**src/rtl/cal_pkg.sv**
```systemverilog
package cal_pkg;
  localparam int FIELDS   = 7;
  localparam int BYTE_W   = 8;
  localparam int VAL_W    = 7;
  localparam int YEAR_TOP = 99;
  localparam int LEAP_GAP = 4;

  typedef enum logic [2:0] {
    FLD_SEC  = 3'd0,
    FLD_MIN  = 3'd1,
    FLD_HOUR = 3'd2,
    FLD_DOW  = 3'd3,
    FLD_DATE = 3'd4,
    FLD_MON  = 3'd5,
    FLD_YEAR = 3'd6
  } field_e;

  typedef struct packed {
    logic [5:0] sec;
    logic [5:0] min;
    logic [4:0] hour;
    logic [2:0] dow;
    logic [4:0] date;
    logic [3:0] mon;
    logic [6:0] year;
  } cal_t;

  function automatic logic [BYTE_W-1:0] bcd_to_bin(input logic [BYTE_W-1:0] b);
    return ({4'd0, b[7:4]} * 8'd10) + {4'd0, b[3:0]};
  endfunction

  function automatic logic [BYTE_W-1:0] bin_to_bcd(input logic [BYTE_W-1:0] v);
    return {4'(v / 8'd10), 4'(v % 8'd10)};
  endfunction

  function automatic logic [BYTE_W-1:0] field_lo(input logic [2:0] f);
    case (f)
      FLD_DOW, FLD_DATE, FLD_MON: return 8'd1;
      default:                    return 8'd0;
    endcase
  endfunction

  function automatic logic [BYTE_W-1:0] field_hi(input logic [2:0] f);
    case (f)
      FLD_SEC, FLD_MIN: return 8'd59;
      FLD_HOUR:         return 8'd23;
      FLD_DOW:          return 8'd7;
      FLD_DATE:         return 8'd31;
      FLD_MON:          return 8'd12;
      FLD_YEAR:         return 8'(YEAR_TOP);
      default:          return 8'd0;
    endcase
  endfunction
endpackage

```
**src/rtl/cal_wr_decode.sv**
```systemverilog
module cal_wr_decode
  import cal_pkg::*;
(
  input  logic              wr_en,
  input  logic [2:0]        wr_sel,
  input  logic [BYTE_W-1:0] wr_data,
  input  logic              fmt_bin,
  input  logic              hr24,
  output logic              wr_ok,
  output field_e            wr_field,
  output logic [VAL_W-1:0]  wr_val
);
  logic [BYTE_W-1:0] plain;
  logic [BYTE_W-1:0] h12;
  logic [BYTE_W-1:0] decoded;
  logic              legal;

  always_comb begin
    plain   = fmt_bin ? wr_data : bcd_to_bin(wr_data);
    h12     = fmt_bin ? {1'b0, wr_data[6:0]} : bcd_to_bin({1'b0, wr_data[6:0]});
    decoded = plain;
    legal   = 1'b1;
    if (wr_sel == FLD_HOUR && !hr24) begin
      legal   = (h12 >= 8'd1) && (h12 <= 8'd12);
      decoded = ((h12 == 8'd12) ? 8'd0 : h12) + (wr_data[7] ? 8'd12 : 8'd0);
    end
    if (decoded < field_lo(wr_sel) || decoded > field_hi(wr_sel)) legal = 1'b0;
    if (wr_sel == 3'd7) legal = 1'b0;
  end

  assign wr_ok    = wr_en && legal;
  assign wr_field = field_e'(wr_sel);
  assign wr_val   = decoded[VAL_W-1:0];
endmodule

```
**src/rtl/cal_core.sv**
```systemverilog
module cal_core
  import cal_pkg::*;
(
  input  logic             clk,
  input  logic             rst_n,
  input  logic             tick,
  input  logic             dst_en,
  input  logic             wr_req,
  input  logic             wr_ok,
  input  field_e           wr_field,
  input  logic [VAL_W-1:0] wr_val,
  output cal_t             cur
);
  cal_t nxt;
  logic fb_done, fb_nxt;
  logic spring_hit, fall_hit, leap;
  logic [4:0] month_len;

  assign leap = (32'(cur.year) % LEAP_GAP) == 0;

  always_comb begin
    case (cur.mon)
      4'd2:                      month_len = leap ? 5'd29 : 5'd28;
      4'd4, 4'd6, 4'd9, 4'd11:   month_len = 5'd30;
      default:                   month_len = 5'd31;
    endcase
  end

  assign spring_hit = dst_en && cur.mon == 4'd4 && cur.dow == 3'd1 &&
                      cur.date <= 5'd7 && cur.hour == 5'd2 &&
                      cur.min == 6'd0 && cur.sec == 6'd0;
  assign fall_hit   = dst_en && cur.mon == 4'd10 && cur.dow == 3'd1 &&
                      cur.date >= 5'd25 && cur.hour == 5'd1 &&
                      cur.min == 6'd59 && cur.sec == 6'd59 && !fb_done;

  always_comb begin
    nxt    = cur;
    fb_nxt = fb_done;
    if (wr_req) begin
      if (wr_ok) begin
        case (wr_field)
          FLD_SEC:  nxt.sec  = wr_val[5:0];
          FLD_MIN:  nxt.min  = wr_val[5:0];
          FLD_HOUR: nxt.hour = wr_val[4:0];
          FLD_DOW:  nxt.dow  = wr_val[2:0];
          FLD_DATE: begin nxt.date = wr_val[4:0]; fb_nxt = 1'b0; end
          FLD_MON:  begin nxt.mon  = wr_val[3:0]; fb_nxt = 1'b0; end
          default:  nxt.year = wr_val;
        endcase
      end
    end else if (tick) begin
      if (spring_hit) begin
        nxt.hour = 5'd3;
      end else if (fall_hit) begin
        nxt.hour = 5'd1;
        nxt.min  = 6'd0;
        nxt.sec  = 6'd0;
        fb_nxt   = 1'b1;
      end else if (cur.sec < 6'd59) begin
        nxt.sec = cur.sec + 6'd1;
      end else begin
        nxt.sec = 6'd0;
        if (cur.min < 6'd59) begin
          nxt.min = cur.min + 6'd1;
        end else begin
          nxt.min = 6'd0;
          if (cur.hour < 5'd23) begin
            nxt.hour = cur.hour + 5'd1;
          end else begin
            nxt.hour = 5'd0;
            fb_nxt   = 1'b0;
            nxt.dow  = (cur.dow >= 3'd7) ? 3'd1 : cur.dow + 3'd1;
            if (cur.date < month_len) begin
              nxt.date = cur.date + 5'd1;
            end else begin
              nxt.date = 5'd1;
              if (cur.mon < 4'd12) begin
                nxt.mon = cur.mon + 4'd1;
              end else begin
                nxt.mon  = 4'd1;
                nxt.year = (cur.year >= 7'(YEAR_TOP)) ? 7'd0 : cur.year + 7'd1;
              end
            end
          end
        end
      end
    end
  end

  always_ff @(posedge clk) begin
    if (!rst_n) begin
      cur     <= '{sec: 6'd0, min: 6'd0, hour: 5'd0, dow: 3'd1,
                   date: 5'd1, mon: 4'd1, year: 7'd0};
      fb_done <= 1'b0;
    end else begin
      cur     <= nxt;
      fb_done <= fb_nxt;
    end
  end
endmodule

```
**src/rtl/cal_fmt.sv**
```systemverilog
module cal_fmt
  import cal_pkg::*;
(
  input  cal_t                          cur,
  input  logic                          fmt_bin,
  input  logic                          hr24,
  output logic [FIELDS-1:0][BYTE_W-1:0] bytes_o
);
  logic [FIELDS-1:0][BYTE_W-1:0] raw;

  assign raw[FLD_SEC]  = {2'b0, cur.sec};
  assign raw[FLD_MIN]  = {2'b0, cur.min};
  assign raw[FLD_HOUR] = {3'b0, cur.hour};
  assign raw[FLD_DOW]  = {5'b0, cur.dow};
  assign raw[FLD_DATE] = {3'b0, cur.date};
  assign raw[FLD_MON]  = {4'b0, cur.mon};
  assign raw[FLD_YEAR] = {1'b0, cur.year};

  for (genvar i = 0; i < FIELDS; i++) begin : g_byte
    if (i == int'(FLD_HOUR)) begin : g_hour
      logic              pm;
      logic [BYTE_W-1:0] h12, h12_enc;
      assign pm      = raw[i] >= 8'd12;
      assign h12     = (raw[i] == 8'd0)  ? 8'd12 :
                       (raw[i] > 8'd12)  ? raw[i] - 8'd12 : raw[i];
      assign h12_enc = fmt_bin ? h12 : bin_to_bcd(h12);
      assign bytes_o[i] = hr24 ? (fmt_bin ? raw[i] : bin_to_bcd(raw[i]))
                               : {pm, h12_enc[6:0]};
    end else begin : g_plain
      assign bytes_o[i] = fmt_bin ? raw[i] : bin_to_bcd(raw[i]);
    end
  end
endmodule

```
**src/rtl/cal_clock.sv**
```systemverilog
module cal_clock
  import cal_pkg::*;
(
  input  logic       clk,
  input  logic       rst_n,
  input  logic       tick,
  input  logic       fmt_bin,
  input  logic       hr24,
  input  logic       dst_en,
  input  logic       wr_en,
  input  logic [2:0] wr_sel,
  input  logic [7:0] wr_data,
  output logic [7:0] sec_o,
  output logic [7:0] min_o,
  output logic [7:0] hour_o,
  output logic [7:0] dow_o,
  output logic [7:0] date_o,
  output logic [7:0] mon_o,
  output logic [7:0] year_o
);
  logic                          wr_ok;
  field_e                        wr_field;
  logic [VAL_W-1:0]              wr_val;
  cal_t                          cur;
  logic [FIELDS-1:0][BYTE_W-1:0] bytes;

  cal_wr_decode u_dec (
    .wr_en(wr_en), .wr_sel(wr_sel), .wr_data(wr_data),
    .fmt_bin(fmt_bin), .hr24(hr24),
    .wr_ok(wr_ok), .wr_field(wr_field), .wr_val(wr_val)
  );

  cal_core u_core (
    .clk(clk), .rst_n(rst_n), .tick(tick), .dst_en(dst_en),
    .wr_req(wr_en), .wr_ok(wr_ok), .wr_field(wr_field), .wr_val(wr_val),
    .cur(cur)
  );

  cal_fmt u_fmt (
    .cur(cur), .fmt_bin(fmt_bin), .hr24(hr24), .bytes_o(bytes)
  );

  assign sec_o  = bytes[FLD_SEC];
  assign min_o  = bytes[FLD_MIN];
  assign hour_o = bytes[FLD_HOUR];
  assign dow_o  = bytes[FLD_DOW];
  assign date_o = bytes[FLD_DATE];
  assign mon_o  = bytes[FLD_MON];
  assign year_o = bytes[FLD_YEAR];
endmodule

```
**config.mk**
```make
export PLATFORM = sky130hd
export DESIGN_NAME = cal_clock
export DESIGN_NICKNAME = d
export VERILOG_FILES = /design/src/rtl/cal_pkg.sv /design/src/rtl/cal_wr_decode.sv /design/src/rtl/cal_core.sv /design/src/rtl/cal_fmt.sv /design/src/rtl/cal_clock.sv
export SDC_FILE = /design/constraint.sdc
export NUM_CORES = 1
export LEC_CHECK = 0
export BUFFER_PORTS_ARGS = -buffer_cell sky130_fd_sc_hd__buf_2
export CELL_PAD_IN_SITES_DETAIL_PLACEMENT = 0
export CELL_PAD_IN_SITES_GLOBAL_PLACEMENT = 1
export CORE_UTILIZATION = 43
export CTS_CLUSTER_DIAMETER = 120
export CTS_CLUSTER_SIZE = 14
export DETAILED_ROUTE_END_ITERATION = 8
export GPL_TIMING_DRIVEN = 0
export PLACE_DENSITY = 0.84
export SYNTH_ARGS = -nofsm -noshare
export SYNTH_HDL_FRONTEND = slang
export SYNTH_SLANG_ARGS = --single-unit
```
**constraint.sdc**
```tcl
create_clock -name clk -period 6.4 [get_ports clk]
set_input_delay 0.32 -clock clk [delete_from_list [all_inputs] [get_ports clk]]
set_output_delay 0.32 -clock clk [all_outputs]
set_load 0.05 [all_outputs]
```
==> results of run 1 <==
[metrics by stage]
stage | util (%) | area, sq um
final | 49.68 | 6553
after global routing | 49.68 | 6553
after CTS | 49.54 | 6534
after detailed placement | 48.20 | 6357
after global placement | 48.20 | 6357
after floorplan | - | 5847
[path summary, 6_finish.rpt]
path | startpoint | end | slack [ns] | depth (start not counted)
min reg2reg | u_core.fb_done | u_core.fb_done | 0.51 | 2
min | rst_n | u_core.cur[21] | 0.44 | 3
max reg2reg | u_core.cur[22] | u_core.cur[25] | 3.22 | 12
max | wr_data[4] | u_core.cur[11] | 0.42 | 25
[layout by cell type (no fill, tap or decap), types with 6 or more instances in the layout]
cell type | Yosys | routed
and3_1 | 7 | 7
a211oi_1 | 14 | 14
nand3_1 | 31 | 31
o211ai_1 | 13 | 13
o22ai_1 | 16 | 16
o31ai_1 | 18 | 18
nor4_1 | 8 | 8
nor2_1 | 75 | 75
nor2b_1 | 20 | 20
ha_1 | 54 | 54
a21o_1 | 9 | 9
a21oi_1 | 65 | 65
nand4_1 | 6 | 6
dfxtp_1 | 37 | 37
nand3b_1 | 7 | 7
o21a_1 | 8 | 8
conb_1 | 1 | 12
buf_4 | 23 | 24
nand2b_1 | 22 | 22
clkbuf_1 | 54 | 54
mux2_2 | 6 | 6
nand2_1 | 90 | 90
inv_1 | 30 | 30
buf_2 | 4 | 62
xnor2_1 | 11 | 11
o21ai_0 | 55 | 54
mux2i_1 | 12 | 12
nor3_1 | 22 | 21
a31oi_1 | 10 | 10
[state kept, by name (all words and copies together) (netlist names)]
name,count
u_core.cur,36
u_core.fb_done,1
[critical path: stages]
cell and delay [ns]:
buf_2 0.16, ha_1 0.23, ha_1 0.32, clkbuf_1 0.32, o211ai_1 0.17, nor2_1 0.20, mux2i_1 0.22, a32oi_1 0.19
nor2_1 0.16, a21oi_1 0.09, ha_1 0.24, fa_1 0.50, nor3b_1 0.20, o211ai_1 0.10, nand4_1 0.13, nand3b_1 0.33
ha_1 0.40, o21a_1 0.19, o31ai_1 0.06, a21oi_1 0.19, nor3_4 0.44, nor2_2 0.17, or3_1 0.39, buf_4 0.17
mux2_4 0.29
[metal layers]
| metal | vias to the layer above | share of wire (%) |
|---|---|---|
| met5 | - | 0 |
| met4 | 0 | 2.0 |
| met3 | 30 | 6.5 |
| met2 | 223 | 45 |
| met1 | 3019 | 46 |
| li1 | 3194 | - |
[power groups by stage]
stage          clock (mW)  combinational (mW)  sequential [mW]
2_1_floorplan           0               0.283            0.248
3_3_place_gp            0               0.368            0.250
3_5_place_dp            0               0.369            0.250
4_1_cts             0.305               0.372            0.245
5_1_grt             0.317               0.415            0.246
6_report            0.304               0.379            0.245
[repair_timing]
action                                  4_1_cts  5_1_grt
gates resized for setup                       0        3
endpoints found under the setup margin        0       36
buffers inserted                              0        1
hold buffers                                  0        0
[area by class of cell]
class	count	area, sq um	share of cell area (%)
multi-input combinational	698	4594	70.12
sequential	37	740.7	11.30
buffer	83	410.4	6.263
timing repair buffer	59	297.8	4.545
tap	176	220.2	3.361
clock buffer	6	138.9	2.120
inverter	30	112.6	1.719
clock inverter	2	37.54	0.5728
[cell families after synthesis]
group                      after synthesis
and+or+nand+nor                        318
AOI/OAI and AO/OA                      276
buffers and inverters                  113
adders and majority gates               57
DFF                                     37
muxes                                   21
xor gates and xnor gates                14
other                                    1
==> impl_metrics.csv, run 1 <==
group,metric,value,unit
yosys,synth_xor_xnor_area_share,2.112,%
yosys,synthAdderAreaFrac,12.67,%
global_route,grt_usage,26.29,%
yosys,netlist.area_leader.share,12.76,%
yosys,synth_cells,837,
global_route,grt_max_degree,13,
clocking,cts_buffers,5,
setup_path,required,6.58,ns
setup_path,critPathMaxFanout,10,
yosys,synth_compound_area_share,32.20,%
drt,wl_per_cell,16.92,um
power_and_ir_drop,p_sw,372.9,uW
yosys,synthMostInstantiatedCell,"nand2_1",
outcome,status,"finished clean",
sta,slew_violations,0,
setup_path,start_kind,"input pin",
layout,area_delta_synth_final,12.87,%
drt,drtIter0Drc,561,
yosys,synth_enable_flop_cells,0,
floorplanning,die_area,13970,sq um
sta,setup_ws,0.4199,ns
global_route,use_met3,4.730,%
layout,drive_gt1_share,13.33,%
power_and_ir_drop,intPower,555.2,uW
drt,drc,0,
floorplanning,rows,42,
drt,drtAntennaViolNets,0,
clocking,clockRootBuffer,"clkbuf_16",
drt,wl,18460,um
layout,stdcell_count,1091,
power_and_ir_drop,combPwrFrac,40.8,%
yosys,ys.flop_type,"dfxtp_1",
floorplanning,fp.dieW,118.2,um
power_and_ir_drop,p_leak,2.599,nW
setup_path,endpoint_kind,"flip-flop",
global_route,met2_usage,43.13,%
floorplanning,core-area,13190,sq um
power_and_ir_drop,vdd_drop_max,109.4,uV
yosys,synthTopCellsByArea,"dfxtp_1 13%, ha_1 12%, nand2_1 5.8%",
placement,gp_congestion,0.8730,
yosys,ys_async_sr_fraction,0,%
clocking,clk_pin_slew,0.06,ns
worst_hold_path,min_path_type,"input pin to flip-flop",
power_and_ir_drop,p_per_area,141.6,nW/um^2
sta,holdWs,0.4379,ns
setup_path,worstSetupPathType,"input pin to flip-flop",
clocking,htreeDepth,2,
sta,skew,0.009090,ns
yosys,yosysTopAreaCell,"dfxtp_1",
sta,finalHoldViolCount,0,
drt,viasPerCell,5.927,
clocking,cts_tree,"yes",
sta,setup_viol,0,
placement,dp_slack,-0.1956,ns
run,maxCapViolCount,0,
sta,slew_headroom,37.26,%
yosys,syn_area,5806,sq um
placement,port_buffers,58,
power_and_ir_drop,p_total,928.1,uW
global_route,antenna_found_initial,0,
layout,num-nets-final,989,
floorplanning,io_pins,74,
sta,fin_setup_tns,0,ns
yosys,synth_mux_area_share,4.267,%
yosys,synth-simple-area-share,26.92,%
yosys,synth_cell_types,83,
clocking,cts_num_sinks,37,
yosys,synth_top_family_by_area,"compound AO/OA/AOI/OAI gates",
global_route,grt-ovfl-total,0,
yosys,seq_area_frac_synth,12.76,%
sta,worst_slew_pin_slew,0.9411,ns
drt,vias,6466,
yosys,synthTopCellsByCount,"90 x nand2_1, 75 x nor2_1, 65 x a21oi_1",
clocking,clk-insertion-delay-late,0.29,ns
yosys,ys_warn_count,0,
placement,dpl.hpwl,13760,um
global_route,top_usage_layer,"met2",
power_and_ir_drop,power_frac_seq,26.4,%
floorplanning,die_h,118.2,um
placement,dp_cells,1082,
yosys,syn_avg_cell_area,6.936,sq um
global_route,grt_pass1_vias,5820,
layout,diodes,0,
power_and_ir_drop,switching_share,40.18,%
yosys,ys_seq_elements,37,
power_and_ir_drop,clockPowerShare,32.7,%
sta,post-route-min-period,5.980,ns
global_route,use_met1,35.44,%
sta,fmax,167.2,MHz
sta,period_share,93.44,%
clocking,clk_path_buf_depth,2,
floorplanning,start_util,44.01,%
global_route,grt_pass1_wl,29860,um
setup_path,worstPathArrival,6.16,ns
drt,first_pass_iters,5,
layout,n_fill_cell,1402,
(Power assumes the default switching activity.)
==> run 2: changes to the inputs <==
--- a/config.mk
+++ b/config.mk
@@ -5,15 +5,15 @@
 export SDC_FILE = /design/constraint.sdc
 export NUM_CORES = 1
 export LEC_CHECK = 0
-export BUFFER_PORTS_ARGS = -buffer_cell sky130_fd_sc_hd__buf_2
 export CELL_PAD_IN_SITES_DETAIL_PLACEMENT = 0
 export CELL_PAD_IN_SITES_GLOBAL_PLACEMENT = 1
-export CORE_UTILIZATION = 43
+export CORE_UTILIZATION = 45
 export CTS_CLUSTER_DIAMETER = 120
-export CTS_CLUSTER_SIZE = 14
+export CTS_CLUSTER_SIZE = 20
 export DETAILED_ROUTE_END_ITERATION = 8
+export DONT_BUFFER_PORTS = 1
 export GPL_TIMING_DRIVEN = 0
-export PLACE_DENSITY = 0.84
+export PLACE_DENSITY = 0.81
 export SYNTH_ARGS = -nofsm -noshare
 export SYNTH_HDL_FRONTEND = slang
 export SYNTH_SLANG_ARGS = --single-unit
==> impl_metrics.csv, run 2 (same netlist as run 1, synthesis figures left out) <==
group,metric,value,unit
global_route,grt-ovfl-total,0,
sta,period_share,94.35,%
setup_path,endpoint_kind,"flip-flop",
floorplanning,rows,41,
layout,diodes,0,
power_and_ir_drop,switching_share,40.03,%
clocking,cts_buffers,5,
global_route,grt_max_degree,13,
clocking,cts_tree,"yes",
sta,fmax,165.6,MHz
run,maxCapViolCount,0,
sta,fin_setup_tns,0,ns
setup_path,regToRegSetupSlack,3.13,ns
power_and_ir_drop,intPower,546.7,uW
layout,n_fill_cell,1325,
clocking,cts_setup_buffers,0,
power_and_ir_drop,p_total,911.6,uW
layout,final_util,49.69,%
layout,stdcell_count,1031,
placement,place_area,6090,sq um
setup_path,worstPathArrival,6.21,ns
placement,dp_slack,-0.07885,ns
setup_path,crit_end,"u_core.cur[11]",
clocking,clk_path_buf_depth,2,
layout,area_delta_synth_final,8.017,%
outcome,status,"finished clean",
power_and_ir_drop,p_sw,364.9,uW
clocking,ctsResizeCount,0,
clocking,clk-insertion-delay-late,0.29,ns
layout,post-route-cell-area,6271,sq um
clocking,cts.hold.buffers_added,0,
setup_path,critPathMaxFanout,10,
clocking,clk_pin_slew,0.06,ns
sta,slew_headroom,2.756,%
drt,first_pass_iters,6,
setup_path,crit_start,"wr_data[4]",
layout,final_cell_mix,"90 x nand2_1, 75 x nor2_1, 65 x a21oi_1, 54 x clkbuf_1, 54 x ha_1",
power_and_ir_drop,vdd_drop_max,105.4,uV
sta,skew,0.009206,ns
sta,setup_ws,0.3614,ns
drt,drtIter0Drc,546,
global_route,grt_pass1_wl,30000,um
setup_path,ff2ff_path_depth,12,
floorplanning,start_util,46.00,%
global_route,grt_pass1_vias,5857,
layout,top_register,"u_core.cur",
sta,worst_slew_pin_slew,1.448,ns
clocking,clockRootBuffer,"clkbuf_16",
setup_path,worstSetupPathType,"input pin to flip-flop",
clocking,cts_num_sinks,37,
drt,vias,6448,
layout,layout_commonest_cell,"nand2_1",
worst_hold_path,min_path_type,"input pin to flip-flop",
floorplanning,io_pins,74,
floorplanning,die_area,13360,sq um
power_and_ir_drop,power_frac_seq,27.0,%
power_and_ir_drop,clockPowerShare,32.9,%
drt,wl_per_cell,18.31,um
layout,top_regs,"u_core.cur (36), u_core.fb_done (1)",
sta,finalHoldViolCount,0,
sta,rsz0062_at_grt,"no",
drt,drc,0,
placement,port_buffers,0,
layout,multi_input_area,4593,sq um
floorplanning,core-area,12620,sq um
sta,setup_viol,0,
layout,num-nets-final,933,
setup_path,required,6.57,ns
placement,gp_congestion,0.9314,
setup_path,r2r_end,"u_core.cur[25]",
power_and_ir_drop,p_leak,2.317,nW
drt,drtAntennaViolNets,0,
placement,dp_cells,1023,
global_route,grt_usage,28.39,%
sta,holdWs,0.4413,ns
sta,slew_violations,0,
sta,post-route-min-period,6.039,ns
drt,viasPerCell,6.254,
layout,drive_gt1_share,7.800,%
global_route,antenna_found_initial,0,
clocking,htreeDepth,2,
power_and_ir_drop,combPwrFrac,40.1,%
floorplanning,fp.dieW,115.6,um
drt,wl,18870,um
setup_path,start_kind,"input pin",
floorplanning,die_h,115.6,um
placement,dpl.hpwl,14120,um
layout,largest_reg_flops,36,
layout,regArea,740.7,sq um
setup_path,r2r_start,"u_core.cur[22]",
power_and_ir_drop,p_per_area,145.4,nW/um^2
[run 2: final cells by class]
type	instances	share of cell area, %
multi-input combinational	698	73.24
sequential	37	11.81
buffer	83	6.544
tap	172	3.432
clock buffer	6	2.215
inverter	30	1.796
clock inverter	2	0.5986
timing repair buffer	3	0.3591
[run 2: critical path, cell delays in order]
cell,delay (ns)
ha_1,0.20
ha_1,0.31
clkbuf_1,0.34
o211ai_1,0.18
nor2_1,0.19
mux2i_1,0.20
a32oi_1,0.20
nor2_1,0.17
a21oi_1,0.09
ha_1,0.23
fa_1,0.49
and3b_1,0.23
nand4_1,0.09
nand4_1,0.09
nand3b_1,0.32
ha_1,0.39
o21a_1,0.19
o31ai_1,0.06
a21oi_1,0.19
o41ai_4,0.68
nor2_2,0.18
or3_1,0.40
buf_4,0.17
mux2_4,0.29
[run 2: routing by layer]
| layer | wire [um] | vias to the layer above | track usage (%) | part of all wire (%) |
|---|---|---|---|---|
| met5 | 0 | - | 0 | 0 |
| met3 | 1306 | 29 | 3.295 | 6.9 |
| met2 | 8645 | 271 | 46.95 | 46 |
| met1 | 8559 | 3065 | 38.79 | 45 |
| li1 | - | 3083 | - | - |
| met4 | 363 | 0 | 8.139 | 1.9 |
[run 2: how the worst min path moves through the flow]
stage | startpoint | endpoint | slack [ns] | cells after the start
after floorplan | u_core.fb_done | u_core.fb_done | 0.46 | 2
after global placement | u_core.fb_done | u_core.fb_done | 0.49 | 2
after detailed placement | u_core.fb_done | u_core.fb_done | 0.49 | 2
after CTS | dst_en | u_core.fb_done | 0.43 | 4
after global routing | wr_data[0] | u_core.cur[7] | 0.49 | 4
final | dst_en | u_core.fb_done | 0.44 | 4
[run 2: power groups by stage]
stage	logic, mW	clock network [mW]	registers [mW]
2_1_floorplan	0.283	0	0.248
3_3_place_gp	0.346	0	0.250
3_5_place_dp	0.358	0	0.251
4_1_cts	0.360	0.299	0.246
5_1_grt	0.398	0.312	0.247
6_report	0.366	0.300	0.246
==> run 3: changes to the inputs <==
--- a/config.mk
+++ b/config.mk
@@ -13,7 +13,7 @@
 export DETAILED_ROUTE_END_ITERATION = 8
 export DONT_BUFFER_PORTS = 1
 export GPL_TIMING_DRIVEN = 0
-export PLACE_DENSITY = 0.81
+export PLACE_DENSITY = 0.85
 export SYNTH_ARGS = -nofsm -noshare
 export SYNTH_HDL_FRONTEND = slang
 export SYNTH_SLANG_ARGS = --single-unit
==> impl_metrics.csv, run 3 (same netlist as run 1, synthesis figures left out) <==
group,metric,value,unit
drt,viasPerCell,6.247,
floorplanning,die_area,13360,sq um
sta,rsz0062_at_grt,"no",
worst_hold_path,min_path_type,"input pin to flip-flop",
clocking,cts_buffers,5,
layout,post-route-cell-area,6256,sq um
sta,skew,0.006982,ns
placement,port_buffers,0,
setup_path,slowest_stage,"o41ai_4",
sta,post-route-min-period,5.965,ns
layout,drive_gt1_share,7.585,%
power_and_ir_drop,vdd_drop_max,104.4,uV
floorplanning,fp.dieW,115.6,um
setup_path,required,6.57,ns
clocking,clk-insertion-delay-late,0.28,ns
sta,period_share,93.20,%
placement,place_area,6075,sq um
sta,setup_viol,0,
layout,top_regs,"u_core.cur (36), u_core.fb_done (1)",
drt,drtIter0Drc,708,
setup_path,path_buf_inv,2,
layout,multi_input_area,4593,sq um
run,maxCapViolCount,0,
sta,fmax,167.7,MHz
setup_path,critPathMaxFanout,10,
layout,layout_commonest_cell,"nand2_1",
placement,gp_congestion,0.9424,
global_route,antenna_found_initial,0,
drt,wl,18870,um
layout,regArea,740.7,sq um
placement,dpl.hpwl,14130,um
floorplanning,io_pins,74,
setup_path,worstPathArrival,6.13,ns
sta,slew_headroom,3.156,%
setup_path,cpMostUsedCell,"ha_1",
clocking,clk_pin_slew,0.06,ns
global_route,grt_usage,28.45,%
sta,slew_violations,0,
setup_path,crit_family,"adder cells",
floorplanning,die_h,115.6,um
power_and_ir_drop,p_leak,2.307,nW
setup_path,slowest_delay,0.61,ns
layout,top_register,"u_core.cur",
layout,area_delta_synth_final,7.759,%
clocking,cts_setup_buffers,0,
power_and_ir_drop,p_total,907.8,uW
outcome,status,"finished clean",
clocking,htreeDepth,2,
setup_path,start_kind,"input pin",
global_route,grt_pass1_wl,30200,um
global_route,grt_max_degree,13,
floorplanning,core-area,12620,sq um
layout,n_fill_cell,1330,
clocking,cts_num_sinks,37,
drt,vias,6428,
layout,largest_reg_flops,36,
layout,num-nets-final,931,
drt,drtAntennaViolNets,0,
clocking,clockRootBuffer,"clkbuf_16",
floorplanning,start_util,46.00,%
global_route,grt_pass1_vias,5860,
power_and_ir_drop,p_per_area,145.1,nW/um^2
sta,fin_setup_tns,0,ns
floorplanning,rows,41,
layout,final_cell_mix,"90 x nand2_1, 75 x nor2_1, 65 x a21oi_1, 54 x clkbuf_1, 54 x ha_1",
setup_path,cp_cell_sequence,"ha_1 -> ha_1 -> clkbuf_1 -> o211ai_1 -> nor2_1 -> mux2i_1 -> a32oi_1 -> nor2_1 -> a21oi_1 -> ha_1 -> fa_1 -> nor3b_1 -> o211ai_1 -> nand4_1 -> nand3b_1 -> ha_1 -> o21a_1 -> o31ai_1 -> a21oi_1 -> o41ai_4 -> nor2_2 -> or3_1 -> buf_4 -> mux2_4",
setup_path,worstSetupPathType,"input pin to flip-flop",
layout,diodes,0,
clocking,cts_tree,"yes",
drt,wl_per_cell,18.34,um
clocking,clk_path_buf_depth,2,
global_route,grt-ovfl-total,0,
drt,first_pass_iters,5,
setup_path,endpoint_kind,"flip-flop",
sta,worst_slew_pin_slew,1.442,ns
sta,finalHoldViolCount,0,
drt,drc,0,
-- run 3: worst paths after layout --
kind | depth (start not counted) | from | end | slack [ns]
min reg2reg | 2 | u_core.fb_done | u_core.fb_done | 0.52
max | 24 | wr_data[4] | u_core.cur[11] | 0.44
min | 3 | rst_n | u_core.cur[21] | 0.44
max reg2reg | 12 | u_core.cur[22] | u_core.cur[25] | 3.18
-- run 3: area by class of cell --
class | count | share of cell area [%]
plain buffers | 83 | 6.560
clock buffers | 6 | 2.220
clock inverters | 2 | 0.6000
inverters | 30 | 1.800
multi-input cells | 698 | 73.42
flip-flops and latches | 37 | 11.84
well taps | 172 | 3.440
repair buffers | 1 | 0.1200
-- run 3: power by group --
| group | internal (mW) | switching [mW] | leakage (nW) |
|---|---|---|---|
| combinational | 0.113 | 0.250 | 1.93 |
| sequential | 0.237 | 0.00904 | 0.299 |
| clock | 0.195 | 0.104 | 0.0831 |
-- run 3: tightest hold or removal path: cells and delay by family --
kind	cells	cell delay, ns
AO/OA/AOI/OAI	1	0.06
buffers and inverters	1	0.20
AND/OR/NAND/NOR	1	0.10
-- run 3: per-stage QoR --
step                setup WS, ns  util [%]  hold WS, ns  instances
detailed placement       0.05556     48.14       0.4907       1021
global placement          0.1165     48.04       0.4856       1020
CTS                       0.3038     49.53       0.4397       1029
finish                    0.4353     49.57       0.4435       1029
floorplan                 0.9323         -       0.4621        848
global route             0.08931     49.57       0.4889       1029
-- run 3: layer usage --
| metal | up-vias | share of wire, % | track usage [%] |
|---|---|---|---|
| met3 | 30 | 6.9 | 2.040 |
| met4 | 0 | 2.0 | 7.100 |
| li1 | 3086 | - | - |
| met2 | 279 | 46 | 47.70 |
| met1 | 3033 | 45 | 39.49 |
| met5 | - | 0 | 0 |
-- run 3: timing repair --
action,in CTS,in global routing
gates resized for setup,0,1
hold buffers,0,0
endpoints found under the setup margin,0,16
